**src/rtl/crcpos_pkg.sv**
```systemverilog
`timescale 1ns/1ps
// Package crcpos_pkg
// Shared widths, CRC constants and the header-skip decode for the CRC
// match position tracker. Assumes byte-wide input data.
package crcpos_pkg;

    localparam int POS_W   = 12;
    localparam int BYTE_W  = 8;
    localparam int SKIP_W  = 3;

    localparam int          C32_W       = 32;
    localparam logic [31:0] C32_POLY    = 32'h04C1_1DB7;
    localparam logic [31:0] C32_PRESET  = 32'hFFFF_FFFF;
    localparam logic [31:0] C32_RESIDUE = 32'hC704_DD7B;

    localparam int          C8_W        = 8;
    localparam logic [7:0]  C8_POLY     = 8'h07;
    localparam logic [7:0]  C8_PRESET   = 8'h00;
    localparam logic [7:0]  C8_RESIDUE  = 8'h00;

    // Split view of a captured position as two byte-wide registers.
    typedef struct packed {
        logic [7:0] hi;
        logic [7:0] lo;
    } pos_split_t;

    // Number of leading bytes left out of the CRCs for a header setting.
    function automatic logic [SKIP_W-1:0] skip_count(input logic [1:0] sel);
        logic [SKIP_W-1:0] n;
        case (sel)
            2'b00:   n = 3'd0;
            2'b01:   n = 3'd1;
            2'b10:   n = 3'd2;
            default: n = 3'd4;
        endcase
        return n;
    endfunction

endpackage

```
**src/rtl/crcpos_counter.sv**
```systemverilog
`timescale 1ns/1ps
// Module crcpos_counter
// Saturating byte position counter. Cleared by reset and by sof. Advances
// once per accepted byte (byte_vld without sof). Exposes the current value
// and the value the incoming byte will take. Assumes POS_W >= SKIP_W.
module crcpos_counter #(
    parameter int POS_W  = 12,
    parameter int SKIP_W = 3
) (
    input  logic              clk,
    input  logic              rst_n,
    input  logic              sof,
    input  logic              byte_vld,
    input  logic [SKIP_W-1:0] skip,
    output logic [POS_W-1:0]  pos_q,
    output logic [POS_W-1:0]  pos_nxt,
    output logic              step,
    output logic              covered
);
    localparam logic [POS_W-1:0] POS_MAX = '1;

    // Accepted byte, next position with saturation, coverage of this byte.
    always_comb begin
        step    = byte_vld && !sof;
        pos_nxt = (pos_q == POS_MAX) ? POS_MAX : pos_q + POS_W'(1);
        covered = (pos_q >= POS_W'(skip));
    end

    // Position register.
    always_ff @(posedge clk) begin
        if (!rst_n || sof)
            pos_q <= '0;
        else if (step)
            pos_q <= pos_nxt;
    end

endmodule

```
**src/rtl/crcpos_lane.sv**
```systemverilog
`timescale 1ns/1ps
// Module crcpos_lane
// One CRC engine with its own match capture register. Shifts MSB first,
// one byte per accepted covered byte, and compares the updated register
// against RESIDUE. On a match, stores the position of that byte.
// Assumes W >= 2 and that pos_nxt is the index of the byte being accepted.
module crcpos_lane #(
    parameter int          W       = 32,
    parameter logic [W-1:0] POLY    = '0,
    parameter logic [W-1:0] PRESET  = '0,
    parameter logic [W-1:0] RESIDUE = '0,
    parameter int          POS_W   = 12
) (
    input  logic             clk,
    input  logic             rst_n,
    input  logic             sof,
    input  logic             step,
    input  logic             covered,
    input  logic [7:0]       data,
    input  logic [POS_W-1:0] pos_nxt,
    output logic [POS_W-1:0] cap_q
);
    logic [W-1:0] crc_q;
    logic [W-1:0] crc_nxt;
    logic         hit;

    // Byte-wide CRC step: eight serial shifts, data MSB first.
    always_comb begin
        crc_nxt = crc_q;
        for (int b = 7; b >= 0; b--) begin
            if (crc_nxt[W-1] ^ data[b])
                crc_nxt = {crc_nxt[W-2:0], 1'b0} ^ POLY;
            else
                crc_nxt = {crc_nxt[W-2:0], 1'b0};
        end
        hit = step && covered && (crc_nxt == RESIDUE);
    end

    // CRC register: preset on reset and sof, advanced on covered bytes.
    always_ff @(posedge clk) begin
        if (!rst_n || sof)
            crc_q <= PRESET;
        else if (step && covered)
            crc_q <= crc_nxt;
    end

    // Capture register: last byte position at which the CRC checked good.
    always_ff @(posedge clk) begin
        if (!rst_n || sof)
            cap_q <= '0;
        else if (hit)
            cap_q <= pos_nxt;
    end

endmodule

```
**src/rtl/crcpos_split.sv**
```systemverilog
`timescale 1ns/1ps
// Module crcpos_split
// Presents a captured position as a low byte and a high byte whose unused
// upper bits read zero. Assumes 9 <= POS_W <= 16.
module crcpos_split #(
    parameter int POS_W = 12
) (
    input  logic [POS_W-1:0]          pos,
    output crcpos_pkg::pos_split_t    view
);
    // Low byte direct, high byte zero-extended.
    always_comb begin
        view.lo = pos[7:0];
        view.hi = 8'(pos[POS_W-1:8]);
    end

endmodule

```
**src/rtl/crcpos_tracker.sv**
```systemverilog
`timescale 1ns/1ps
// Module crcpos_tracker
// Top of the CRC match position tracker. A shared saturating byte counter
// feeds two CRC lanes (32-bit and 8-bit). Each lane stores the last byte
// position where its CRC checked good. hdr_sel leaves 0/1/2/4 leading bytes
// out of both CRCs. Assumes hdr_sel is held steady across a frame.
module crcpos_tracker
    import crcpos_pkg::*;
(
    input  logic       clk,
    input  logic       rst_n,
    input  logic       sof,
    input  logic       byte_vld,
    input  logic [7:0] byte_data,
    input  logic [1:0] hdr_sel,
    output logic [7:0] c32_pos_lo,
    output logic [7:0] c32_pos_hi,
    output logic [7:0] c8_pos_lo,
    output logic [7:0] c8_pos_hi
);
    localparam int NLANE = 2;

    logic [SKIP_W-1:0] skip;
    logic [POS_W-1:0]  pos_q;
    logic [POS_W-1:0]  pos_nxt;
    logic              step;
    logic              covered;
    logic [POS_W-1:0]  cap   [NLANE];
    pos_split_t        view  [NLANE];

    // Header setting to skipped byte count.
    always_comb skip = skip_count(hdr_sel);

    crcpos_counter #(.POS_W(POS_W), .SKIP_W(SKIP_W)) u_cnt (
        .clk      (clk),
        .rst_n    (rst_n),
        .sof      (sof),
        .byte_vld (byte_vld),
        .skip     (skip),
        .pos_q    (pos_q),
        .pos_nxt  (pos_nxt),
        .step     (step),
        .covered  (covered)
    );

    for (genvar g = 0; g < NLANE; g++) begin : g_lane
        if (g == 0) begin : g_c32
            crcpos_lane #(
                .W(C32_W), .POLY(C32_POLY), .PRESET(C32_PRESET),
                .RESIDUE(C32_RESIDUE), .POS_W(POS_W)
            ) u_lane (
                .clk(clk), .rst_n(rst_n), .sof(sof), .step(step),
                .covered(covered), .data(byte_data), .pos_nxt(pos_nxt),
                .cap_q(cap[g])
            );
        end else begin : g_c8
            crcpos_lane #(
                .W(C8_W), .POLY(C8_POLY), .PRESET(C8_PRESET),
                .RESIDUE(C8_RESIDUE), .POS_W(POS_W)
            ) u_lane (
                .clk(clk), .rst_n(rst_n), .sof(sof), .step(step),
                .covered(covered), .data(byte_data), .pos_nxt(pos_nxt),
                .cap_q(cap[g])
            );
        end
        crcpos_split #(.POS_W(POS_W)) u_split (
            .pos  (cap[g]),
            .view (view[g])
        );
    end

    // Output register views.
    always_comb begin
        c32_pos_lo = view[0].lo;
        c32_pos_hi = view[0].hi;
        c8_pos_lo  = view[1].lo;
        c8_pos_hi  = view[1].hi;
    end

endmodule

```
**config.mk**
```make
export PLATFORM = sky130hd
export DESIGN_NAME = crcpos_tracker
export DESIGN_NICKNAME = d
export VERILOG_FILES = /design/src/rtl/crcpos_pkg.sv /design/src/rtl/crcpos_counter.sv /design/src/rtl/crcpos_lane.sv /design/src/rtl/crcpos_split.sv /design/src/rtl/crcpos_tracker.sv
export SDC_FILE = /design/constraint.sdc
export NUM_CORES = 1
export LEC_CHECK = 0
export ABC_AREA = 1
export BUFFER_PORTS_ARGS = -buffer_cell sky130_fd_sc_hd__buf_2
export CAP_MARGIN = 25
export CORE_ASPECT_RATIO = 0.7
export CORE_MARGIN = 2
export CORE_UTILIZATION = 36
export CTS_CLUSTER_SIZE = 8
export DETAILED_ROUTE_END_ITERATION = 6
export GPL_TIMING_DRIVEN = 0
export MAX_ROUTING_LAYER = met4
export PLACE_DENSITY = 0.59
export SLEW_MARGIN = 20
export SYNTH_ARGS = -nofsm -noshare
export SYNTH_HDL_FRONTEND = slang
export SYNTH_HIERARCHICAL = 1
export SYNTH_SLANG_ARGS = --single-unit
```
**constraint.sdc**
```tcl
create_clock -name clk -period 2.34 [get_ports clk]
set_input_delay 0.234 -clock clk [delete_from_list [all_inputs] [get_ports clk]]
set_output_delay 0.234 -clock clk [all_outputs]
set_load 0.005 [all_outputs]
```
* After elaboration in Yosys (flattened, before gate mapping)
Cells that the tools add are included.
** Storage, ports and cells
- Register bits after elaboration :: 76
- Word-level logic and storage cells :: 70
** Cells by class
- Add/sub/neg operators :: 1
- Magnitude comparators :: 1
- Equality and inequality tests :: 4
- Mux-type cells :: 18
- Bitwise gates (word level) :: 32
- Reduce and logical (&&, ||, !) cells :: 9
** Operators by type and width (count)
- 27-bit two-way mux :: 8
- 14-bit NOT :: 8
- 32-bit equality test, second input constant :: 1
- 3-bit two-way mux :: 8
- 3-bit NOT :: 8
- 1-bit bitwise XOR :: 16
- 12-bit by 1-bit adder with 12-bit output, second input constant :: 1
- 12-bit equality test, second input constant :: 1
- 12-bit by 3-bit greater-or-equal comparator with 1-bit output :: 1
- 12-bit two-way mux :: 1
- 3-bit one-hot mux with 3 select lines :: 1
- 8-bit logical NOT :: 1
- 1-bit logical AND :: 4
- 2-bit by 1-bit equality test with 1-bit output, second input constant :: 1
- 2-bit equality test, second input constant :: 1
- 1-bit logical NOT :: 2
- 2-bit logical NOT :: 1
- 1-bit logical OR :: 1

* Depth between registers and ports, before layout
- Depth after elaboration :: 18
- Depth in mapped cells :: 19
- Depth with buffers taken out :: 18

* By module
The synthesis kept the hierarchy.
** Modules (own cells, without submodules)
- crcpos_lane (g_lane[0].g_c32.u_lane) :: instances 1, cells each 542, area each 3110.5 µm², seq. area each 880.8 µm²
- crcpos_lane (g_lane[1].g_c8.u_lane) :: instances 1, cells each 247, area each 1483.9 µm², seq. area each 400.4 µm²
- crcpos_counter :: instances 1, cells each 140, area each 905.9 µm², seq. area each 240.2 µm²
- crcpos_split :: instances 2, cells each 17, area each 123.9 µm², seq. area each 0.0 µm²
- crcpos_tracker :: instances 1, cells each 6, area each 22.5 µm², seq. area each 0.0 µm²

* Worst setup path after synthesis
No wires, ideal clock.
- Path kind :: register -> register
- Start :: reg u_cnt.pos_q[0]
- End :: reg g_lane[1].g_c8.u_lane.cap_q[10]
- Library setup time :: 0.110 ns
- Arrival :: 1.940 ns
- Setup slack :: 0.290 ns
- Stages on the path, launching flop included :: 16
- Path buffers :: 1
- Period minus slack after synthesis :: 2.050 ns
- Path through :: dfxtp_1 > inv_1 > ha_1 > o21ai_0 > nand2_1 > nand2_1 > nand4_1 > nand2_1 > clkinv_1 > nand3_2 > inv_2 > nand3_2 > buf_6 > nand2_2 > inv_1 > nor2_1
** Between the ends
- Cells in the longest elaborated chain, start to end :: 3
- Elaborated cells between the ends (all ways) :: 6
- Those cells by class :: add/sub: 1; order compare: 1; eq/ne: 1; mux: 1; reduce/logical: 2
** Ends and longest elaborated chain
- start, declared :: RTL line crcpos_counter.sv:15 : output logic [POS_W-1:0] pos_q,
- start signal, assigned :: RTL line crcpos_counter.sv:34 : pos_q <= pos_nxt;
- 12-bit by 3-bit greater-or-equal comparator with 1-bit output :: RTL line crcpos_counter.sv:26 : covered = (pos_q >= POS_W'(skip));
- via covered :: RTL line crcpos_tracker.sv:27 : logic covered;
- 1-bit logical AND (2 in series) :: RTL line crcpos_lane.sv:36 : hit = step && covered && (crc_nxt == RESIDUE);
- end signal, assigned :: RTL line crcpos_lane.sv:52 : cap_q <= pos_nxt;
- end, declared :: RTL line crcpos_lane.sv:21 : output logic [POS_W-1:0] cap_q
The timed path passes the listed nets, and every way through them passes these cells.
A chain may end at the register's enable or synchronous reset.

* Worst setup path after layout
- Start :: reg g_lane[0].g_c32.u_lane.crc_q[30]
- End :: reg g_lane[0].g_c32.u_lane.cap_q[4]
** Between the ends
- Cells in the longest elaborated chain, start to end :: 14
- Elaborated cells between the ends (all ways) :: 17
- Those cells by class :: eq/ne: 1; mux: 7; bitwise: 8; reduce/logical: 1
** Ends and longest elaborated chain
- start, declared :: RTL line crcpos_lane.sv:23 : logic [W-1:0] crc_q;
- start signal, assigned :: RTL line crcpos_lane.sv:44 : crc_q <= crc_nxt;
- 1-bit bitwise XOR * :: RTL line crcpos_lane.sv:31 : if (crc_nxt[W-1] ^ data[b])
- 27-bit two-way mux * :: RTL line crcpos_lane.sv:31
- 14-bit NOT (no line) or 27-bit two-way mux (tied branches)
- 27-bit two-way mux or 14-bit NOT (tied branches)
- 14-bit NOT (no line) or 27-bit two-way mux (tied branches)
- 27-bit two-way mux or 14-bit NOT (tied branches)
- 27-bit two-way mux :: RTL line crcpos_lane.sv:31
- 14-bit NOT (no line) or 27-bit two-way mux (tied branches)
- 27-bit two-way mux or 14-bit NOT (tied branches)
- 14-bit NOT (no line) or 27-bit two-way mux (tied branches)
- 27-bit two-way mux or 14-bit NOT (tied branches)
- 27-bit two-way mux :: RTL line crcpos_lane.sv:31
- 32-bit equality test * :: RTL line crcpos_lane.sv:36
- 1-bit logical AND * :: RTL line crcpos_lane.sv:36
- end signal, assigned :: RTL line crcpos_lane.sv:52
- end, declared :: RTL line crcpos_lane.sv:21
Every way passes the cells marked *; elsewhere a longest branch is shown, timed or not.

==> reports/summary.txt <==
clock slew at reported path FFs -> 0.06 ns
Port Buf Inserts -> 36
status -> complete, no violations
first-pass GRT wire length -> 27300 um
sequential area share after synthesis -> 26.4%
Crit Path Class -> register to register
HPWL after DPL -> 12600 um
CP Launch Type -> register
Worst R2R Start -> g_lane[0].g_c32.u_lane/crc_q[30]
final setup vio count -> 0
clk sinks -> 76
Final Hold Viols -> 0
diodes inserted -> 0
number of vias per cell -> 4.69
VDD IR-drop max -> 0.335 mV
synth unique cells -> 35
largest net degree at the start of global routing -> 14
H-tree depth -> 3
share of cells above drive strength 1 -> 23.9%
CTS tree -> done
CTS Buf Count -> 9
Filler cells -> 1670
CTS Hold Bufs -> 0
Initial Util -> 37.0%
die area -> 17100 sq um
min Tclk post-route -> 2.23 ns
Register-to-Register Path Depth -> 19
Final ANT Viol Nets -> 0
DRC viols -> 0
Cell Area, Synth -> 5770 sq um
Inst Count DP -> 1211
Power Density -> 560 nW/um^2
share of the synthesized area in the top cell type -> 26.4%
design area -> 6990 sq um
Die Span Y -> 110 um
YS warnings -> 6
Congestion Overflow GR -> 0
Yosys reg bits -> 76
Pre-Repair DR Iteration Count -> 5
RSZ-0062 raised after global routing -> yes
Fmax -> 449 MHz
Placed Area -> 6220 sq um
Final nets -> 1060
initial drt markers -> 552
Post-Layout Cell Count -> 1246
Slew Limit Fails -> 0
hold path depth -> 3
Final Cycle Share -> 95.3%
via count -> 5839
leakage power -> 3.89 nW
Post-Synthesis Cells -> 969
clock buffer depth -> 2
Critical R2R Capture -> g_lane[0].g_c32.u_lane/cap_q[4]
clock skew -> 0.00518 ns
post-synth top area cell -> dfxtp_1
reg-to-reg setup timing slack -> 0.11 ns
Core Region -> 15600 sq um
CP required -> 2.60 ns
relative slew slack -> 55.8%
Synth Area per Inst -> 5.96 sq um
ranking of synthesized cells by area -> dfxtp_1 (26%), nand2_1 (24%), inv_1 (8.9%)
Max Cap Viol -> 0
routability-driven placement congestion ratio -> 0.911
Worst Tran Pin Value -> 0.661 ns
Hold Path End -> u_cnt/pos_q[6]
CP max FO -> 10
Die X-Extent -> 155 um
initial antenna violation count -> 0
CTS root buf -> clkbuf_16
synth-to-layout area growth -> 21.2%
Worst Setup End Kind -> register
Total Wirelength -> 16900 um
DR WL/cell -> 13.6 um
Rows -> 38
All-Layer GR Usage -> 21.1%
Hold Path Class -> input pin to register
Clock Latency Late Sink -> 0.33 ns
I/O pin count -> 46
crit path DAT -> 2.49 ns
vias in the first global route -> 5163
source of the worst hold timing path -> sof
==> power by group <==
part,switching [mW],internal (mW)
clock,0.583,0.935
combinational,0.696,0.335
sequential,0.0363,1.33
total,1.32,2.60
==> state kept, by name (all words and copies together), names as in the netlist <==
signal                     count
g_lane.g_c32.u_lane/cap_q     12
u_cnt/pos_q                   12
g_lane.g_c8.u_lane/cap_q      12
g_lane.g_c8.u_lane/crc_q       8
g_lane.g_c32.u_lane/crc_q     32
==> critical path: stages, from the launching register on <==
cell	delay [ns]
dfxtp_2	0.33
inv_2	0.07
nand2_1	0.09
nand2_4	0.15
nand2_8	0.09
nand2_4	0.09
buf_6	0.14
nand2_1	0.08
nand2_1	0.06
nand2_1	0.06
nand2_2	0.11
nand2_1	0.08
nor2_1	0.08
nand2_1	0.07
nor2_2	0.13
nand3_4	0.13
buf_4	0.18
nand2_1	0.05
nand2_1	0.04
nor2_1	0.11
==> cell families after synthesis <==
family	after synthesis	synth area share (%)
AND/OR/NAND/NOR	600	46.2
buffers and inverters	202	15.8
flip-flops	76	26.4
AO/OA/AOI/OAI	60	6.68
XOR/XNOR	24	3.77
adder cells (fa/ha/maj)	5	1.08
other	2	0.130
==> through the flow <==
step	power, mW	utilization, %	setup WS [ns]	setup TNS [ns]	hold WS (ns)
after CTS	3.84	42.4	0.0352	0	0.276
after detailed placement	2.30	39.9	-0.416	-12.87	0.462
after global placement	2.30	39.9	-0.420	-13.40	0.461
after floorplan	2.05	-	0.290	0	0.414
after global routing	4.13	44.8	-0.0699	-0.525	0.281
final	3.92	44.8	0.111	0	0.280
==> cell usage after synthesis, drive strengths merged <==
cell and instances:
xor2 19, a31oi 1, xnor2 5, nand2 418, buf 41, o21ai 18
nand4 3, clkinv 2, inv 150, a21oi 9, clkbuf 9, ha 5
dfxtp 76, nor4 2, nor3 1, conb 2, nor2 89, nand3 79
nand3b 7, or2 1, o211ai 32
==> cells in the final DEF, fill, tap and decap left out, types with 4 or more instances in the layout <==
| cell | count |
|---|---|
| inv_1 | 135 |
| o21ai_0 | 11 |
| inv_2 | 15 |
| dfxtp_1 | 72 |
| o211ai_1 | 32 |
| clkbuf_2 | 4 |
| clkbuf_1 | 4 |
| xnor2_1 | 4 |
| nand3_2 | 7 |
| nand2_4 | 21 |
| nor2_1 | 69 |
| buf_4 | 49 |
| o21ai_1 | 5 |
| nand3b_1 | 6 |
| clkbuf_16 | 10 |
| nand3_1 | 71 |
| nor2_2 | 19 |
| a21oi_1 | 9 |
| nand2_2 | 53 |
| xor2_1 | 19 |
| conb_1 | 8 |
| buf_2 | 37 |
| nand2_1 | 341 |
==> area by class of cell <==
type / instances / area (sq um) / share of cell area, %
plain buffers: 50 / 367 / 5.24
clock buffers: 10 / 229 / 3.27
clock inverters: 6 / 88.8 / 1.27
inverters: 152 / 573 / 8.19
multi-input cells: 697 / 3580 / 51.1
flip-flops and latches: 76 / 1530 / 21.9
well taps: 200 / 250 / 3.58
repair buffers: 55 / 380 / 5.44
==> how the worst max path moves through the flow <==
| stage | startpoint | end | slack (ns) | depth (start not counted) |
|---|---|---|---|---|
| final | g_lane[0].g_c32.u_lane/crc_q[30] | g_lane[0].g_c32.u_lane/cap_q[4] | 0.11 | 19 |
| after global routing | g_lane[0].g_c32.u_lane/crc_q[31] | g_lane[0].g_c32.u_lane/cap_q[2] | -0.07 | 19 |
| after CTS | g_lane[0].g_c32.u_lane/crc_q[27] | g_lane[0].g_c32.u_lane/cap_q[5] | 0.04 | 18 |
| after detailed placement | u_cnt/pos_q[0] | g_lane[0].g_c32.u_lane/crc_q[12] | -0.42 | 11 |
| after global placement | u_cnt/pos_q[0] | g_lane[0].g_c32.u_lane/crc_q[10] | -0.42 | 11 |
| after floorplan | u_cnt/pos_q[0] | g_lane[1].g_c8.u_lane/cap_q[10] | 0.29 | 15 |
==> layer usage <==
| layer | GRT usage, % | wire [um] |
|---|---|---|
| met2 | 27.0 | 6300 |
| met3 | 3.78 | 1190 |
| met1 | 33.5 | 9360 |
| met5 | - | 0 |
| met4 | 3.54 | 74 |
==> timing repair <==
item,in CTS,in global routing
resized for setup,18,66
setup endpoints to repair,56,41
buffers inserted,4,14
hold endpoints to repair,0,0
gates cloned,0,1
pin swaps,4,20
Note: power is estimated with default switching activity, not from simulation.
